==> src/rtl/sr_chain_pkg.sv <==
package sr_chain_pkg;

  typedef enum logic [1:0] {
    ST_IDLE  = 2'd0,
    ST_SETUP = 2'd1,
    ST_CLKHI = 2'd2,
    ST_LATHI = 2'd3
  } drv_state_e;

  // Largest of three phase lengths, used to size the shared phase counter.
  function automatic int unsigned max3(input int unsigned a, input int unsigned b,
                                       input int unsigned c);
    int unsigned m;
    m = (a > b) ? a : b;
    return (m > c) ? m : c;
  endfunction

  // Cycles that busy stays high for one shifted byte.
  function automatic int unsigned shift_busy_cycles(input int unsigned bits,
                                                    input int unsigned setup,
                                                    input int unsigned hi);
    return bits * (setup + hi);
  endfunction

endpackage

==> src/rtl/sr_phase_timer.sv <==
module sr_phase_timer #(
  parameter int CNT_W = 2
) (
  input  logic             clk,
  input  logic             rst_n,
  input  logic             load,
  input  logic [CNT_W-1:0] load_val,
  output logic             expired
);

  logic [CNT_W-1:0] cnt;

  always_ff @(posedge clk) begin
    if (!rst_n) begin
      cnt <= '0;
    end else if (load) begin
      cnt <= load_val;
    end else if (cnt != '0) begin
      cnt <= cnt - 1'b1;
    end
  end

  assign expired = (cnt == '0);

endmodule

==> src/rtl/sr_byte_shifter.sv <==
module sr_byte_shifter #(
  parameter int BYTE_W = 8
) (
  input  logic              clk,
  input  logic              rst_n,
  input  logic              load,
  input  logic [BYTE_W-1:0] load_byte,
  input  logic              advance,
  output logic              next_msb,
  output logic              last_bit
);

  localparam int IDX_W = (BYTE_W > 1) ? $clog2(BYTE_W) : 1;

  logic [BYTE_W-1:0] sh;
  logic [IDX_W-1:0]  idx;

  always_ff @(posedge clk) begin
    if (!rst_n) begin
      sh  <= '0;
      idx <= '0;
    end else if (load) begin
      sh  <= load_byte;
      idx <= '0;
    end else if (advance) begin
      sh  <= {sh[BYTE_W-2:0], 1'b0};
      idx <= idx + 1'b1;
    end
  end

  // Bit that becomes the data line value after the next advance.
  assign next_msb = sh[BYTE_W-2];
  assign last_bit = (idx == IDX_W'(BYTE_W - 1));

endmodule

==> src/rtl/sr_chain_drv.sv <==
module sr_chain_drv
  import sr_chain_pkg::*;
#(
  parameter int BYTE_W    = 8,
  parameter int SETUP_CYC = 2,
  parameter int CLK_HIGH  = 2,
  parameter int LAT_HIGH  = 3
) (
  input  logic              clk,
  input  logic              rst_n,
  input  logic              cmd_start,
  input  logic              cmd_latch,
  input  logic [BYTE_W-1:0] cmd_byte,
  output logic              busy,
  output logic              done,
  output logic              ser_data,
  output logic              ser_clk,
  output logic              ser_latch
);

  localparam int CNT_W = $clog2(max3(SETUP_CYC, CLK_HIGH, LAT_HIGH) + 1);
  localparam logic [CNT_W-1:0] SETUP_LD = CNT_W'(SETUP_CYC - 1);
  localparam logic [CNT_W-1:0] CLKHI_LD = CNT_W'(CLK_HIGH - 1);
  localparam logic [CNT_W-1:0] LATHI_LD = CNT_W'(LAT_HIGH - 1);

  drv_state_e state;
  logic busy_q, done_q, dat_q, clk_q, lat_q;

  logic             phase_end;
  logic             tmr_load;
  logic [CNT_W-1:0] tmr_val;
  logic             next_msb, last_bit;

  // Named internal events, also observed by the bound checker.
  logic accept;      // command taken this cycle
  logic bit_strobe;  // shift clock falls this cycle
  logic in_shift;    // a byte is being clocked out
  logic in_latch;    // a latch pulse is in progress

  assign accept     = (state == ST_IDLE) && cmd_start;
  assign bit_strobe = (state == ST_CLKHI) && phase_end;
  assign in_shift   = (state == ST_SETUP) || (state == ST_CLKHI);
  assign in_latch   = (state == ST_LATHI);

  always_comb begin
    tmr_load = 1'b0;
    tmr_val  = SETUP_LD;
    if (accept) begin
      tmr_load = 1'b1;
      tmr_val  = cmd_latch ? LATHI_LD : SETUP_LD;
    end else if ((state == ST_SETUP) && phase_end) begin
      tmr_load = 1'b1;
      tmr_val  = CLKHI_LD;
    end else if (bit_strobe && !last_bit) begin
      tmr_load = 1'b1;
      tmr_val  = SETUP_LD;
    end
  end

  sr_phase_timer #(.CNT_W(CNT_W)) u_timer (
    .clk      (clk),
    .rst_n    (rst_n),
    .load     (tmr_load),
    .load_val (tmr_val),
    .expired  (phase_end)
  );

  sr_byte_shifter #(.BYTE_W(BYTE_W)) u_shifter (
    .clk       (clk),
    .rst_n     (rst_n),
    .load      (accept && !cmd_latch),
    .load_byte (cmd_byte),
    .advance   (bit_strobe && !last_bit),
    .next_msb  (next_msb),
    .last_bit  (last_bit)
  );

  always_ff @(posedge clk) begin
    if (!rst_n) begin
      state  <= ST_IDLE;
      busy_q <= 1'b0;
      done_q <= 1'b0;
      dat_q  <= 1'b0;
      clk_q  <= 1'b0;
      lat_q  <= 1'b0;
    end else begin
      done_q <= 1'b0;
      unique case (state)
        ST_IDLE: begin
          if (accept) begin
            busy_q <= 1'b1;
            if (cmd_latch) begin
              state <= ST_LATHI;
              lat_q <= 1'b1;
            end else begin
              state <= ST_SETUP;
              dat_q <= cmd_byte[BYTE_W-1];
            end
          end
        end
        ST_SETUP: begin
          if (phase_end) begin
            state <= ST_CLKHI;
            clk_q <= 1'b1;
          end
        end
        ST_CLKHI: begin
          if (phase_end) begin
            clk_q <= 1'b0;
            if (last_bit) begin
              state  <= ST_IDLE;
              dat_q  <= 1'b0;
              busy_q <= 1'b0;
              done_q <= 1'b1;
            end else begin
              state <= ST_SETUP;
              dat_q <= next_msb;
            end
          end
        end
        ST_LATHI: begin
          if (phase_end) begin
            state  <= ST_IDLE;
            lat_q  <= 1'b0;
            busy_q <= 1'b0;
            done_q <= 1'b1;
          end
        end
        default: state <= ST_IDLE;
      endcase
    end
  end

  assign busy      = busy_q;
  assign done      = done_q;
  assign ser_data  = dat_q;
  assign ser_clk   = clk_q;
  assign ser_latch = lat_q;

endmodule

==> config.mk <==
export PLATFORM = sky130hd
export DESIGN_NAME = sr_chain_drv
export DESIGN_NICKNAME = d
export VERILOG_FILES = /design/src/rtl/sr_chain_pkg.sv /design/src/rtl/sr_phase_timer.sv /design/src/rtl/sr_byte_shifter.sv /design/src/rtl/sr_chain_drv.sv
export SDC_FILE = /design/constraint.sdc
export NUM_CORES = 1
export LEC_CHECK = 0
export ABC_AREA = 1
export BUFFER_PORTS_ARGS = -buffer_cell sky130_fd_sc_hd__buf_2
export CELL_PAD_IN_SITES_DETAIL_PLACEMENT = 1
export CELL_PAD_IN_SITES_GLOBAL_PLACEMENT = 2
export CORE_MARGIN = 2
export CORE_UTILIZATION = 33
export CTS_CLUSTER_DIAMETER = 150
export CTS_CLUSTER_SIZE = 10
export DETAILED_ROUTE_END_ITERATION = 8
export PLACE_DENSITY = 0.85
export SETUP_SLACK_MARGIN = 0.4
export SYNTH_ARGS = -nofsm -noshare
export SYNTH_HDL_FRONTEND = slang
export SYNTH_SLANG_ARGS = --single-unit
==> constraint.sdc <==
create_clock -name clk -period 2.7 [get_ports clk]
set_input_delay 0.135 -clock clk [delete_from_list [all_inputs] [get_ports clk]]
set_output_delay 0.135 -clock clk [all_outputs]
set_load 0.01 [all_outputs]
==> Word level (Yosys, flattened, before mapping) <==
Cells that the tools add are included.
{ "word_totals": {"ff_bits": 19, "in_bits": 12, "out_inout_bits": 5, "word_cells": 80} }
{ "classes": {"n_addsub": 2, "n_eq_ne": 11, "muxes": 35, "bitwise_logic": 1, "reduce_logical": 22} }
{ "op_table": {"columns": ["cell", "n"], "rows": [
  ["two-way mux 1 bit", 18],
  ["two-way mux 2 bit", 9],
  ["two-way mux 7 bit", 2],
  ["!= test 2 bit, second input constant", 7],
  ["AND reduction 4 bit", 3],
  ["nonzero test 2 bit", 6],
  ["case mux 1 bit (2 select lines)", 4],
  ["case mux 2 bit (4 select lines)", 1],
  ["logical AND 1 bit", 5],
  ["AND reduction 5 bit", 1],
  ["== test 2 bit, second input constant", 2],
  ["logical NOT 2 bit", 2],
  ["adder 3 x 1 -> 3 bit, second input constant", 1],
  ["== test 3 bit, second input constant", 1],
  ["case mux 1 bit (3 select lines)", 1],
  ["AND reduction 3 bit", 1],
  ["nonzero test 3 bit", 1],
  ["== test 2 x 1 -> 1 bit, second input constant", 1],
  ["logical NOT 1 bit", 2],
  ["OR reduction 2 bit", 1],
  ["subtractor 2 x 1 -> 2 bit, second input constant", 1],
  ["NOT 1 bit", 1]
]} }

==> Longest topological paths before layout <==
{ "logic_depth": {"depth_word": 7, "mapped_depth": 9, "depth_no_buf": 9} }

==> Modules after synthesis <==
Synthesis repeated with hierarchy kept, for this count alone.
{ "hier_totals": {"cells_unflattened": 143, "area_unflattened_um2": 975.9} }
{ "by_module_without_submodules": {"columns": ["module", "instances", "cells_each", "area_per_inst_um2", "seq_area_each_um2"], "rows": [
  ["sr_byte_shifter", 1, 69, 496.7, 200.2],
  ["sr_chain_drv", 1, 58, 369.1, 140.1],
  ["sr_phase_timer", 1, 16, 110.1, 40.0]
]} }

==> Least setup slack after synthesis <==
OpenSTA, ideal clock, no wires.
{ "synth_path": {"path_type": "register to register", "startpoint": "register u_shifter.idx[0]", "endpoint": "register u_shifter.sh[2]", "t_arrival_ns": 1.216, "required_ns": 2.582, "path_slack_ns": 1.366, "stages_incl_launch_ff": 9, "period_less_slack_ns": 1.334, "cell_sequence": "dfxtp_1 -> ha_1 -> ha_1 -> inv_1 -> nand3_4 -> nand2_4 -> nor2_1 -> nor2_1 -> nor2_1"} }
{ "synth_via": {"elab_chain_cells": 4} }
{ "synth_lines": {"columns": ["item", "line", "source"], "rows": [
  ["from (decl)", "sr_byte_shifter.sv:16", "logic [IDX_W-1:0] idx;"],
  ["from (signal assigned)", "sr_byte_shifter.sv:27", "idx <= idx + 1'b1;"],
  ["== test 3 bit", "sr_byte_shifter.sv:33", "assign last_bit = (idx == IDX_W'(BYTE_W - 1));"],
  ["logical NOT 1 bit", "sr_chain_drv.sv:73", ".advance (bit_strobe && !last_bit),"],
  ["logical AND 1 bit", "sr_chain_drv.sv:73", null],
  ["nonzero test 2 bit (no source line)", null, null],
  ["to (signal assigned)", "sr_byte_shifter.sv:23", "sh <= load_byte;"],
  ["to (signal assigned)", "sr_byte_shifter.sv:26", "sh <= {sh[BYTE_W-2:0], 1'b0};"],
  ["to (decl)", "sr_byte_shifter.sv:15", "logic [BYTE_W-1:0] sh;"]
]} }
Every way passes these cells.
A chain may end at the register's enable or synchronous reset.

==> Final worst setup path <==
{ "layout_path": {"startpoint": "register state[0]", "endpoint": "register u_shifter.sh[2]"} }
{ "layout_via": {"elab_chain_cells": 4, "word_cells_on_any_way": 8, "classes_between": "eq/ne: 1; mux: 1; reduce/logical: 6"} }
{ "layout_lines": {"columns": ["item", "line", "source"], "rows": [
  ["from (decl)", "sr_chain_drv.sv:26", "drv_state_e state;"],
  ["from (signal assigned)", "sr_chain_drv.sv:80", "state <= ST_IDLE;"],
  ["from (signal assigned)", "sr_chain_drv.sv:93", "state <= ST_LATHI;"],
  ["from (signal assigned)", "sr_chain_drv.sv:96", "state <= ST_SETUP;"],
  ["== test 2 bit or logical NOT 2 bit (tied branches)", "sr_chain_drv.sv:41, sr_chain_drv.sv:40", null],
  ["logical AND 1 bit (on tied branches)", "sr_chain_drv.sv:41, sr_chain_drv.sv:40", null],
  ["logical AND 1 bit (on tied branches)", "sr_chain_drv.sv:73, sr_chain_drv.sv:71", null],
  ["nonzero test 2 bit (no source line) or two-way mux 7 bit (tied branches)", null, null]
]} }
Parallel ways exist; a longest one is shown, timed or not.

==> run summary <==
IO buf count -> 16
Multi-input logic area -> 573 sq um
Most frequent cells after synthesis -> nand2_1, dfxtp_1, nand3_1, inv_1, nor2_1
Max Cap Viol -> 0
Final hold viol count -> 0
Cts bufs inserted -> 3
Reg power frac -> 0.379
CTS tree -> built
IO Pins -> 17
Initial antenna violation count -> 0
Antenna viol nets, final -> 0
Chip height -> 61.1 um
Synthesized instance count -> 148
Internal Power -> 0.000631 W
HPWL after DPL -> 2.05 mm
Slowest CP cell -> dfxtp_1
Syn_area_per_cell -> 7.26 sq um
Share of the synthesized area in the top cell type -> 0.354
Vias in the first global route -> 985
Yosys cell types -> 27
Post_cts resized -> 0
Setup bufs post-CTS -> 0
Clk slew on worst S/H paths -> 110 ps
Clock skew -> 0.665 ps
DRC -> 0
CP Max Fanout -> 11
Type of the worst min-delay path -> input pin to flop
Syn Std Cell Area -> 1070 sq um
Startpoint types -> flop
Core Region -> 3080 sq um
Run status -> completed
FF+latch area -> 380 sq um
Grt total ovfl -> 0
Slew Limit Fails -> 0
Most frequent cell after synthesis -> nand2_1
Fmax -> 653 MHz
Slew margin rel. -> 0.616
Fillcell total -> 409
Die ar. -> 3730 sq um
Sw Ratio -> 0.477
Routed WL per cell -> 12.4 um
Post-synth EDFFs -> 0
Worst slew pin tran -> 576 ps
Met1 Use GR -> 0.215
Final worst path period share -> 0.567
Switch Pwr -> 0.000574 W
Global-route wire length before repair -> 4.35 mm
Die X -> 61.1 um
Comb power frac -> 0.495
Post-synth net total -> 164
H-tree lvl count -> 1
Crit path max-delay family -> flip-flops
Clk buf depth -> 2
Sequential fraction of the synthesis area -> 0.354
DR pass1 iterations -> 4
ANT cells -> 0
Clock Sinks -> 19
Ys async rst share -> 0
Worst Path Buf+Inv -> 1
Synth area leaders -> dfxtp_1, nand2_1, nand3_1
Crit Path Class -> flop to flop
Total Power -> 0.00121 W
GR Util All Layers -> 0.160
Unrepaired setup endpoints after global routing -> false
Hold-fix buffers, CTS -> 0
Data required time of the worst path -> 2900 ps
Layout cell share with drive strength beyond 1 -> 0.202
Tmin final -> 1530 ps
# setup viols final -> 0
Vias post-DR -> 956
Worst-path cell chain -> nor2_8, nand3_2, inv_1, nand2_1, nand2_1, nor2_1, nor2_1
Area leader, netlist -> dfxtp_1
Initial Utilization -> 0.349
Synth Register Bits -> 19
Worst Path Arrival -> 1730 ps
CP max stage delay -> 700 ps
GRT busiest layer -> met2
Final net count -> 180
Setup TNS -> 0 ps
Clk network pwr share -> 0.125
Root buffer cell -> clkbuf_4
DR iter-0 viols -> 33
Power per Cell Area -> 1010 nW/um^2
Setup crit end kind -> flop
Pleak -> 0.580 nW
Gpl congestion -> 0.757
Vias per cell -> 4.62
Synthesis warning total -> 0
P&R area growth vs syn -> 10.9%
Final wirelength -> 2.57 mm
Main synth FF type -> dfxtp_1
GR Util met2 -> 0.261
Clk Latency, worst-skew pair -> 300 ps
FP Rows -> 20
Worst vdd ir -> 0.262 mV
Met3 Use GR -> 0.0189
Largest net degree at the start of global routing -> 12
## layout make-up
cell class / count / share of cell area
multi-input combinational: 104 / 0.481
inverter: 20 / 0.0651
tap: 44 / 0.0462
sequential: 19 / 0.319
timing repair buffer: 16 / 0.0672
clock buffer: 4 / 0.0220
## worst register-to-register path, delay by kind of cell (launching register included)
kind | cells | cell delay [ps]
and+or+nand+nor | 6 | 580
DFF | 1 | 700
buffers and inverters | 1 | 140
## power groups by stage
stage | Combinational (W) | Sequential [W] | Clock (W)
floorplan | 0.000546 | 0.000405 | 0
global placement | 0.000588 | 0.000461 | 0
detailed placement | 0.000601 | 0.000465 | 0
CTS | 0.000605 | 0.000458 | 0.000153
global route | 0.000684 | 0.000470 | 0.000166
finish | 0.000597 | 0.000457 | 0.000151
## logic make-up after synthesis
group | after synthesis | share of synthesized area
simple gates | 79 | 0.370
xor+xnor | 2 | 0.0163
fa+ha+maj | 4 | 0.0466
buf+inv | 25 | 0.113
compound gates | 19 | 0.100
flops | 19 | 0.354
## metal layers
layer | share of wire | vias to the layer above
li1 | - | 503
met1 | 0.48 | 444
met2 | 0.49 | 7
met3 | 0.017 | 2
met4 | 0.0058 | 0
met5 | 0 | -
## through the flow
stage          hold slack, ps  utilization  setup slack [ps]  area [sq um]  cells
5_1_grt                  75.9        0.387              1010          1190    207
4_1_cts                  77.1        0.387              1150          1190    207
3_3_place_gp              409        0.379              1190          1170    203
6_report                 83.7        0.387              1170          1190    207
2_1_floorplan             282            -              1370          1070    148
3_5_place_dp              410        0.379              1160          1170    203
## worst paths after layout
path	end	startpoint	slack (ps)	depth (start not counted)
worst max-delay path	u_shifter.sh[2]	state[0]	1170	7
worst min-delay path	u_shifter.sh[0]	cmd_byte[0]	80	3
worst max register to register	u_shifter.sh[2]	state[0]	1170	7
worst min register to register	ser_clk	ser_clk	480	2
## cells in the final DEF, fill, tap and decap left out, drive strengths merged
master  count
nor2       19
nand2      37
o211ai      1
a22oi       1
nand3b      1
dfxtp      19
o21ai       4
ha          4
nand3      20
a21oi      13
inv        19
nand4       2
clkinv      1
clkbuf      4
xor2        2
buf        16
## flip-flops by register name, indices dropped and copies added (netlist names)
| name | count |
|---|---|
| u_shifter.idx | 3 |
| busy | 1 |
| u_timer.cnt | 2 |
| ser_latch | 1 |
| ser_data | 1 |
| done | 1 |
| ser_clk | 1 |
| state | 2 |
| u_shifter.sh | 7 |
Note: power is estimated with default switching activity, not from simulation.
